`src/rtl/pcs_pkg.sv`:
```
package pcs_pkg;

  localparam int REG_IDX_W = 3;
  localparam int NUM_REGS  = 1 << REG_IDX_W;
  localparam logic [3:0] STORE_OPCODE = 4'b0011;

  typedef enum logic [2:0] {
    ST_IDLE,
    ST_ADDR,
    ST_DATA,
    ST_WRITE,
    ST_DONE
  } seq_state_e;

  typedef enum logic [1:0] {
    A2_ZERO,
    A2_OFF6,
    A2_OFF9,
    A2_OFF11
  } a2_sel_e;

  typedef enum logic {
    A1_PC,
    A1_BASE
  } a1_sel_e;

  typedef enum logic {
    MM_ADDER,
    MM_VECTOR
  } mm_sel_e;

  typedef enum logic {
    S1_DST,
    S1_BASE
  } sr1_sel_e;

  typedef enum logic [1:0] {
    ALU_ADD,
    ALU_AND,
    ALU_NOT,
    ALU_PASSA
  } alu_op_e;

  typedef struct packed {
    a2_sel_e  a2;
    a1_sel_e  a1;
    mm_sel_e  mm;
    logic     gate_mm;
    logic     gate_alu;
    logic     ld_mar;
    sr1_sel_e sr1;
    alu_op_e  alu;
    logic     ld_mdr;
    logic     mio_en;
    logic     mem_wr;
  } ctrl_t;

endpackage

```
`src/rtl/pcs_rst_sync.sv`:
```
module pcs_rst_sync (
  input  logic clk,
  input  logic rst_n_in,
  output logic rst_n_out
);

  logic stage_q;
  logic out_q;

  always_ff @(posedge clk or negedge rst_n_in) begin
    if (!rst_n_in) begin
      stage_q <= 1'b0;
      out_q   <= 1'b0;
    end else begin
      stage_q <= 1'b1;
      out_q   <= stage_q;
    end
  end

  assign rst_n_out = out_q;

endmodule

```
`src/rtl/pcs_ctrl.sv`:
```
module pcs_ctrl
  import pcs_pkg::*;
(
  input  logic  clk,
  input  logic  rst_n,
  input  logic  start,
  input  logic  opcode_ok,
  output ctrl_t ctl,
  output logic  accept,
  output logic  busy,
  output logic  done
);

  seq_state_e cur_q;
  seq_state_e nxt;

  // next-state
  always_comb begin
    nxt = cur_q;
    unique case (cur_q)
      ST_IDLE:  if (start && opcode_ok) nxt = ST_ADDR;
      ST_ADDR:  nxt = ST_DATA;
      ST_DATA:  nxt = ST_WRITE;
      ST_WRITE: nxt = ST_DONE;
      ST_DONE:  nxt = ST_IDLE;
      default:  nxt = ST_IDLE;
    endcase
  end

  // state register
  always_ff @(posedge clk or negedge rst_n) begin
    if (!rst_n) cur_q <= ST_IDLE;
    else        cur_q <= nxt;
  end

  // per-state control word: every signal of a state asserted together
  always_comb begin
    ctl.a2       = A2_ZERO;
    ctl.a1       = A1_PC;
    ctl.mm       = MM_ADDER;
    ctl.gate_mm  = 1'b0;
    ctl.gate_alu = 1'b0;
    ctl.ld_mar   = 1'b0;
    ctl.sr1      = S1_DST;
    ctl.alu      = ALU_ADD;
    ctl.ld_mdr   = 1'b0;
    ctl.mio_en   = 1'b0;
    ctl.mem_wr   = 1'b0;
    unique case (cur_q)
      ST_ADDR: begin
        ctl.a2      = A2_OFF9;
        ctl.a1      = A1_PC;
        ctl.mm      = MM_ADDER;
        ctl.gate_mm = 1'b1;
        ctl.ld_mar  = 1'b1;
      end
      ST_DATA: begin
        ctl.sr1      = S1_DST;
        ctl.alu      = ALU_PASSA;
        ctl.gate_alu = 1'b1;
        ctl.mio_en   = 1'b0;
        ctl.ld_mdr   = 1'b1;
      end
      ST_WRITE: begin
        ctl.mio_en = 1'b1;
        ctl.mem_wr = 1'b1;
      end
      default: ;
    endcase
  end

  assign accept = (cur_q == ST_IDLE) && start && opcode_ok;
  assign busy   = (cur_q != ST_IDLE);
  assign done   = (cur_q == ST_DONE);

  // fixed three-cycle order after acceptance
  a_r2_addr_to_data: assert property (@(posedge clk) disable iff (!rst_n)
    cur_q == ST_ADDR |=> cur_q == ST_DATA);
  a_r2_data_to_write: assert property (@(posedge clk) disable iff (!rst_n)
    cur_q == ST_DATA |=> cur_q == ST_WRITE);
  a_r2_accept_enters_addr: assert property (@(posedge clk) disable iff (!rst_n)
    accept |=> cur_q == ST_ADDR);
  // while busy no new sequence starts
  a_r10_busy_no_restart: assert property (@(posedge clk) disable iff (!rst_n)
    (busy && cur_q != ST_DONE) |=> busy);
  // done lasts one cycle
  a_r9_done_single: assert property (@(posedge clk) disable iff (!rst_n)
    done |=> !done);

endmodule

```
`src/rtl/pcs_regfile.sv`:
```
module pcs_regfile #(
  parameter int DW    = 16,
  parameter int IDX_W = 3
) (
  input  logic             clk,
  input  logic             we,
  input  logic [IDX_W-1:0] waddr,
  input  logic [DW-1:0]    wdata,
  input  logic [IDX_W-1:0] ra1,
  output logic [DW-1:0]    rd1,
  input  logic [IDX_W-1:0] ra2,
  output logic [DW-1:0]    rd2
);

  localparam int DEPTH = 1 << IDX_W;

  logic [DW-1:0] regs_q [DEPTH];

  always_ff @(posedge clk) begin
    if (we) regs_q[waddr] <= wdata;
  end

  assign rd1 = regs_q[ra1];
  assign rd2 = regs_q[ra2];

endmodule

```
`src/rtl/pcs_sram.sv`:
```
module pcs_sram #(
  parameter int DW = 16,
  parameter int AW = 6
) (
  input  logic          clk,
  input  logic          we,
  input  logic [AW-1:0] waddr,
  input  logic [DW-1:0] wdata,
  input  logic [AW-1:0] ra_addr,
  output logic [DW-1:0] ra_data,
  input  logic [AW-1:0] rb_addr,
  output logic [DW-1:0] rb_data
);

  localparam int DEPTH = 1 << AW;

  logic [DW-1:0] mem_q [DEPTH];
  logic [DW-1:0] ra_q;
  logic [DW-1:0] rb_q;

  always_ff @(posedge clk) begin
    if (we) mem_q[waddr] <= wdata;
    ra_q <= mem_q[ra_addr];
    rb_q <= mem_q[rb_addr];
  end

  assign ra_data = ra_q;
  assign rb_data = rb_q;

endmodule

```
`src/rtl/pcs_datapath.sv`:
```
module pcs_datapath
  import pcs_pkg::*;
#(
  parameter int DW = 16
) (
  input  logic                 clk,
  input  logic                 rst_n,
  input  ctrl_t                ctl,
  input  logic                 ld_ir,
  input  logic [DW-5:0]        ir_in,
  input  logic [DW-1:0]        pc_in,
  input  logic [DW-1:0]        rf_rd1,
  input  logic [DW-1:0]        rf_rd2,
  input  logic [DW-1:0]        mem_rdata,
  output logic [REG_IDX_W-1:0] sr1_idx,
  output logic [REG_IDX_W-1:0] sr2_idx,
  output logic [DW-1:0]        mar,
  output logic [DW-1:0]        mdr
);

  localparam int FW = DW - 4;

  logic [FW-1:0] ir_q;
  logic [DW-1:0] pc_q;
  logic [DW-1:0] mar_q;
  logic [DW-1:0] mdr_q;

  logic [DW-1:0] off6, off9, off11;
  logic [DW-1:0] a1_val, a2_val, addr_sum;
  logic [DW-1:0] mm_val, alu_val, bus, mdr_in;

  // instruction field and program counter, loaded on acceptance only
  always_ff @(posedge clk or negedge rst_n) begin
    if (!rst_n) begin
      ir_q <= '0;
      pc_q <= '0;
    end else if (ld_ir) begin
      ir_q <= ir_in;
      pc_q <= pc_in;
    end
  end

  // offset sign extension: top field bit replicated upward
  assign off6  = {{(DW-6){ir_q[5]}},  ir_q[5:0]};
  assign off9  = {{(DW-9){ir_q[8]}},  ir_q[8:0]};
  assign off11 = {{(DW-11){ir_q[10]}}, ir_q[10:0]};

  assign sr1_idx = (ctl.sr1 == S1_DST) ? ir_q[11:9] : ir_q[8:6];
  assign sr2_idx = ir_q[2:0];

  always_comb begin
    unique case (ctl.a2)
      A2_ZERO:  a2_val = '0;
      A2_OFF6:  a2_val = off6;
      A2_OFF9:  a2_val = off9;
      A2_OFF11: a2_val = off11;
      default:  a2_val = '0;
    endcase
  end

  assign a1_val   = (ctl.a1 == A1_PC) ? pc_q : rf_rd1;
  assign addr_sum = a1_val + a2_val;  // wraps modulo 2**DW
  assign mm_val   = (ctl.mm == MM_ADDER) ? addr_sum : {{(DW-8){1'b0}}, ir_q[7:0]};

  always_comb begin
    unique case (ctl.alu)
      ALU_ADD:   alu_val = rf_rd1 + rf_rd2;
      ALU_AND:   alu_val = rf_rd1 & rf_rd2;
      ALU_NOT:   alu_val = ~rf_rd1;
      ALU_PASSA: alu_val = rf_rd1;
      default:   alu_val = rf_rd1;
    endcase
  end

  // shared bus: gated sources
  always_comb begin
    bus = '0;
    if (ctl.gate_mm)       bus = mm_val;
    else if (ctl.gate_alu) bus = alu_val;
  end

  // single driver on the bus
  a_r8_one_bus_driver: assert property (@(posedge clk) disable iff (!rst_n)
    $onehot0({ctl.gate_mm, ctl.gate_alu}));

  assign mdr_in = ctl.mio_en ? mem_rdata : bus;

  always_ff @(posedge clk or negedge rst_n) begin
    if (!rst_n)          mar_q <= '0;
    else if (ctl.ld_mar) mar_q <= bus;
  end

  always_ff @(posedge clk or negedge rst_n) begin
    if (!rst_n)          mdr_q <= '0;
    else if (ctl.ld_mdr) mdr_q <= mdr_in;
  end

  // address register moves only on its load
  a_r6_mar_holds: assert property (@(posedge clk) disable iff (!rst_n)
    !ctl.ld_mar |=> $stable(mar_q));
  // data register moves only on its load, and is fed from the bus then
  a_r7_mdr_holds: assert property (@(posedge clk) disable iff (!rst_n)
    !ctl.ld_mdr |=> $stable(mdr_q));
  a_r7_mdr_from_bus: assert property (@(posedge clk) disable iff (!rst_n)
    ctl.ld_mdr |-> !ctl.mio_en);

  assign mar = mar_q;
  assign mdr = mdr_q;

endmodule

```
`src/rtl/pcs_store_unit.sv`:
```
module pcs_store_unit
  import pcs_pkg::*;
#(
  parameter int DW     = 16,
  parameter int MEM_AW = 6
) (
  input  logic                 clk,
  input  logic                 rst_n,
  input  logic                 start,
  input  logic [DW-1:0]        instr_in,
  input  logic [DW-1:0]        pc_in,
  input  logic                 rf_we,
  input  logic [REG_IDX_W-1:0] rf_waddr,
  input  logic [DW-1:0]        rf_wdata,
  input  logic [MEM_AW-1:0]    rd_addr,
  output logic [DW-1:0]        rd_data,
  output logic                 busy,
  output logic                 done,
  output logic                 mem_we,
  output logic [DW-1:0]        mem_addr,
  output logic [DW-1:0]        mem_wdata
);

  logic                 rst_ns;
  ctrl_t                ctl;
  logic                 accept;
  logic                 opcode_ok;
  logic [REG_IDX_W-1:0] sr1_idx, sr2_idx;
  logic [DW-1:0]        rf_rd1, rf_rd2;
  logic [DW-1:0]        mem_rdata;
  logic [DW-1:0]        mar, mdr;

  assign opcode_ok = (instr_in[DW-1:DW-4] == STORE_OPCODE);

  pcs_rst_sync u_rst (
    .clk       (clk),
    .rst_n_in  (rst_n),
    .rst_n_out (rst_ns)
  );

  pcs_ctrl u_ctrl (
    .clk       (clk),
    .rst_n     (rst_ns),
    .start     (start),
    .opcode_ok (opcode_ok),
    .ctl       (ctl),
    .accept    (accept),
    .busy      (busy),
    .done      (done)
  );

  pcs_regfile #(.DW(DW), .IDX_W(REG_IDX_W)) u_rf (
    .clk   (clk),
    .we    (rf_we),
    .waddr (rf_waddr),
    .wdata (rf_wdata),
    .ra1   (sr1_idx),
    .rd1   (rf_rd1),
    .ra2   (sr2_idx),
    .rd2   (rf_rd2)
  );

  pcs_datapath #(.DW(DW)) u_dp (
    .clk       (clk),
    .rst_n     (rst_ns),
    .ctl       (ctl),
    .ld_ir     (accept),
    .ir_in     (instr_in[DW-5:0]),
    .pc_in     (pc_in),
    .rf_rd1    (rf_rd1),
    .rf_rd2    (rf_rd2),
    .mem_rdata (mem_rdata),
    .sr1_idx   (sr1_idx),
    .sr2_idx   (sr2_idx),
    .mar       (mar),
    .mdr       (mdr)
  );

  assign mem_we = ctl.mio_en & ctl.mem_wr;

  pcs_sram #(.DW(DW), .AW(MEM_AW)) u_mem (
    .clk     (clk),
    .we      (mem_we),
    .waddr   (mar[MEM_AW-1:0]),
    .wdata   (mdr),
    .ra_addr (mar[MEM_AW-1:0]),
    .ra_data (mem_rdata),
    .rb_addr (rd_addr),
    .rb_data (rd_data)
  );

  assign mem_addr  = mar;
  assign mem_wdata = mdr;

  // done follows the write strobe by one cycle
  a_r9_done_after_write: assert property (@(posedge clk) disable iff (!rst_ns)
    mem_we |=> done);
  // write strobe only while busy, and never with done
  a_r2_write_inside_busy: assert property (@(posedge clk) disable iff (!rst_ns)
    mem_we |-> (busy && !done));
  // address presented to memory holds through the write edge
  a_r3_addr_stable_write: assert property (@(posedge clk) disable iff (!rst_ns)
    mem_we |=> $stable(mem_addr));

endmodule

```
`config.mk`:
```
export PLATFORM = sky130hd
export DESIGN_NAME = pcs_store_unit
export DESIGN_NICKNAME = d
export VERILOG_FILES = /design/src/rtl/pcs_pkg.sv /design/src/rtl/pcs_rst_sync.sv /design/src/rtl/pcs_ctrl.sv /design/src/rtl/pcs_regfile.sv /design/src/rtl/pcs_sram.sv /design/src/rtl/pcs_datapath.sv /design/src/rtl/pcs_store_unit.sv
export SDC_FILE = /design/constraint.sdc
export NUM_CORES = 1
export LEC_CHECK = 0
export BUFFER_PORTS_ARGS = -buffer_cell sky130_fd_sc_hd__buf_2
export CORE_AREA = 2 2 295 297
export DETAILED_ROUTE_END_ITERATION = 12
export DIE_AREA = 0 0 297 299
export PLACE_DENSITY = 0.72
export SYNTH_ARGS = -nofsm -noshare
export SYNTH_HDL_FRONTEND = slang
export SYNTH_SLANG_ARGS = --single-unit
```
`constraint.sdc`:
```
create_clock -name clk -period 4.7 [get_ports clk]
set_input_delay 0.94 -clock clk [delete_from_list [all_inputs] [get_ports clk]]
set_output_delay 0.94 -clock clk [all_outputs]
set_load 0.01 [all_outputs]
```
==> impl_metrics.toml <==
[place]
portBuffers = 111
hpwlAfterDp_mm = 62.63
gp_congestion = 0.8254
place_ws_ns = 0.8065

[worst_hold_path]
hp-class = "flop to asynchronous set/reset pin"

[route]
avgRoutedWirePerCell_um = 30.45
vias = 22620
drc = 0
wl_met3_mm = 10.73
top_layer_used = "met5"
drt-initial-drc-count = 2631
ant_nets = 0
wl_met2_mm = 55.11
met1_length_mm = 40.54
routed_wl_mm = 109.3
via_per_inst = 6.300
drtPass1Iterations = 5

[clock_tree]
cts_tree = "done"
post-cts-setup-buffer-count = 0
hold_buffers = 1
htreeDepth = 3
cts_resized = 0
clk_latency_ns = 0.70
root_buffer = "clkbuf_16"
cts_buffers = 118
clock_sinks = 1233
path_clk_slew_ns = 0.06
cts_max_path_buffers = 3

[power_and_ir_drop]
p_per_area_mw_per_mm2 = 509.8
ir_worst_vdd_uv = 609.7
leakage_nw = 17.50

[synthesis]
yosysWarnings = 0
yosysSeqAreaShare_pct = 76.60
syn_area_sq_mm = 0.04770
synthDistinctLibCells = 50
synthFlopType = "edfxtp_1"
syn-num-nets = 2216
syn_inst = 2146
synth_seq_cells = 1233
synth-edff-count = 1152
synthArstFlopShare_pct = 5.272
synth_area_per_cell_sq_um = 22.23

[timing]
period_share_pct = 69.11
period_minus_slack_ns = 3.248
rsz0062_at_grt = "no"
whs_ns = 0.3113
fin_ws_ns = 1.452
setup-tns-final_ns = 0
max_clock_freq_ghz = 0.3079
slew_headroom_pct = 17.51
hold_violations = 0
worst_pin_slew_ns = 1.237
fin_skew_ns = 0.04576
slew_violations = 0
setup_violations = 0

[run]
maxCapViolations = 0

[global_route]
grt_pass1_vias = 23380
grt-ovfl-total = 0
grt_start_max_net_pins = 67
grt_pass1_wl_mm = 158.9
grt_antenna_before_repair = 5
grt.total_usage_pct = 24.95

[final_layout]
drive_above_1_share_pct = 34.70
area_growth_syn_to_layout_pct = 13.29
fin_nets = 2399

[setup_path]
path_max_fanout = 11
critPathRequiredTime_ns = 5.06
end_kind = "flop"
worstSetupStartpointType = "flop"
crit_type = "flop to flop"
crit_arrival_ns = 3.61

[floorplan]
core_sq_mm = 0.08594
num_rows = 108
die_area_sq_mm = 0.08880
die_x_um = 297
ios = 112
start_util_pct = 55.50
die_y_um = 299

[status]
status = "completed"
## critical path, cell delays in order (launching register included)
cell and delay [ns]:
dfrtp_1 0.43, inv_1 0.13, and3_1 0.40, nand3_1 0.61, nor2_1 1.00, buf_4 0.36
## where the power goes
group | internal (mW) | switching, mW | total [mW] | leakage, nW
Clock | 5.41 | 4.03 | 9.43 | 1.91
Sequential | 13.7 | 0.687 | 14.4 | 11.2
Combinational | 1.23 | 2.50 | 3.73 | 4.37
Total | 20.3 | 7.21 | 27.5 | 17.5
## worst paths after layout
check | startpoint | endpoint | slack (ns) | depth (start not counted)
setup / recovery | u_ctrl.cur_q[2] | u_mem.mem_q[59][10] | 1.45 | 5
hold / removal | u_rst.rst_n_out | u_dp.ir_q[10] | 0.31 | 0
setup reg to reg | u_ctrl.cur_q[2] | u_mem.mem_q[59][10] | 1.45 | 5
hold reg to reg | u_rst.rst_n_out | u_dp.ir_q[10] | 0.31 | 0
max in group asynchronous | u_rst.rst_n_out | u_dp.mdr[5] | 3.38 | 1
min in group clk | u_rst.stage_q | u_rst.rst_n_out | 0.35 | 0
## cell families (layout without fill, tap and decap cells)
logic type | after synthesis | in the layout | synth area share (%)
compound gates | 81 | 81 | 1.015
xor+xnor | 13 | 13 | 0.2387
fa+ha+maj | 9 | 9 | 0.2518
buf+inv | 168 | 454 | 1.487
flops | 1233 | 1233 | 76.60
mux | 428 | 428 | 18.38
other cells | 1 | 4 | 0.007861
simple gates | 213 | 213 | 2.022
## final cells by class
cell class / count / area (sq um)
clock inverter: 71 / 738.2
inverter: 7 / 26.28
fill: 5749 / 31900
antenna: 3 / 7.507
tap: 1155 / 1445
multi-input combinational: 745 / 10530
timing repair buffer: 224 / 1554
clock buffer: 152 / 3182
sequential: 1233 / 36560
## cells in the final DEF (no fill, tap or decap), types with 4 or more instances in the layout
cell type | Yosys | layout
a21oi_1 | 27 | 27
or2_2 | 5 | 5
clkbuf_8 | 0 | 8
dfrtp_1 | 65 | 47
clkbuf_1 | 92 | 25
buf_4 | 5 | 103
xor2_1 | 4 | 4
nor3_1 | 9 | 6
inv_1 | 4 | 4
mux2i_1 | 32 | 32
o21ai_0 | 14 | 14
mux4_2 | 354 | 354
and3_1 | 8 | 8
nor2_1 | 96 | 78
mux2_2 | 42 | 42
clkinvlp_4 | 0 | 5
dfxtp_1 | 16 | 16
nand2b_1 | 7 | 7
a211o_1 | 4 | 4
clkinv_2 | 0 | 24
o21ai_1 | 14 | 14
buf_12 | 0 | 10
nand4_1 | 5 | 5
dfrtp_2 | 0 | 18
xnor2_1 | 9 | 9
and2_1 | 11 | 11
a21o_1 | 4 | 4
edfxtp_1 | 1152 | 1152
clkinv_1 | 0 | 22
buf_2 | 48 | 108
nor2_2 | 0 | 18
ha_1 | 8 | 8
nand2_1 | 48 | 48
clkbuf_16 | 0 | 119
nand3_1 | 11 | 11
bufinv_16 | 0 | 11
## cells in the mapped netlist, types with 7 or more instances
cell type,number,area (sq um)
xnor2_1,9,78.83
mux4_2,354,7973
a21oi_1,27,135.1
o21ai_0,14,70.07
clkbuf_1,92,345.3
and2_1,11,68.82
nor3_1,9,45.04
nand2_1,48,180.2
o21ai_1,14,70.07
nand3_1,11,55.05
buf_2,48,240.2
edfxtp_1,1152,34590
nand2b_1,7,43.79
mux2_2,42,473.0
nor2_1,96,360.4
ha_1,8,100.1
and3_1,8,50.05
buf_1,16,60.06
dfrtp_1,65,1627
mux2i_1,32,320.3
dfxtp_1,16,320.3
## layer usage
metal  GRT usage [%]  vias up
met1           33.43    12000
met2           41.13     1171
met5               0        -
met3           6.310      177
li1                -     9264
met4           7.383        4
## sequential cells by signal, summed over array words and instances (netlist names)
name,cells
u_mem.mem_q,1024
u_rf.regs_q,128
u_dp.pc_q,16
u_dp.mdr,16
u_dp.mar,16
u_dp.ir_q,12
u_mem.rb_data,16
u_ctrl.cur_q,3
u_rst.rst_n_out,1
u_rst.stage_q,1
## through the flow
step | utilization, % | instances | total power [mW] | area (sq um)
2_1_floorplan | - | 2146 | 16.65 | 47700
3_3_place_gp | 58.30 | 3363 | 18.16 | 50100
5_1_grt | 62.87 | 3587 | 28.46 | 54030
3_5_place_dp | 58.30 | 3363 | 18.35 | 50100
6_report | 62.88 | 3590 | 27.55 | 54040
4_1_cts | 62.87 | 3587 | 27.71 | 54030
Power figures use the tool's default switching activity.
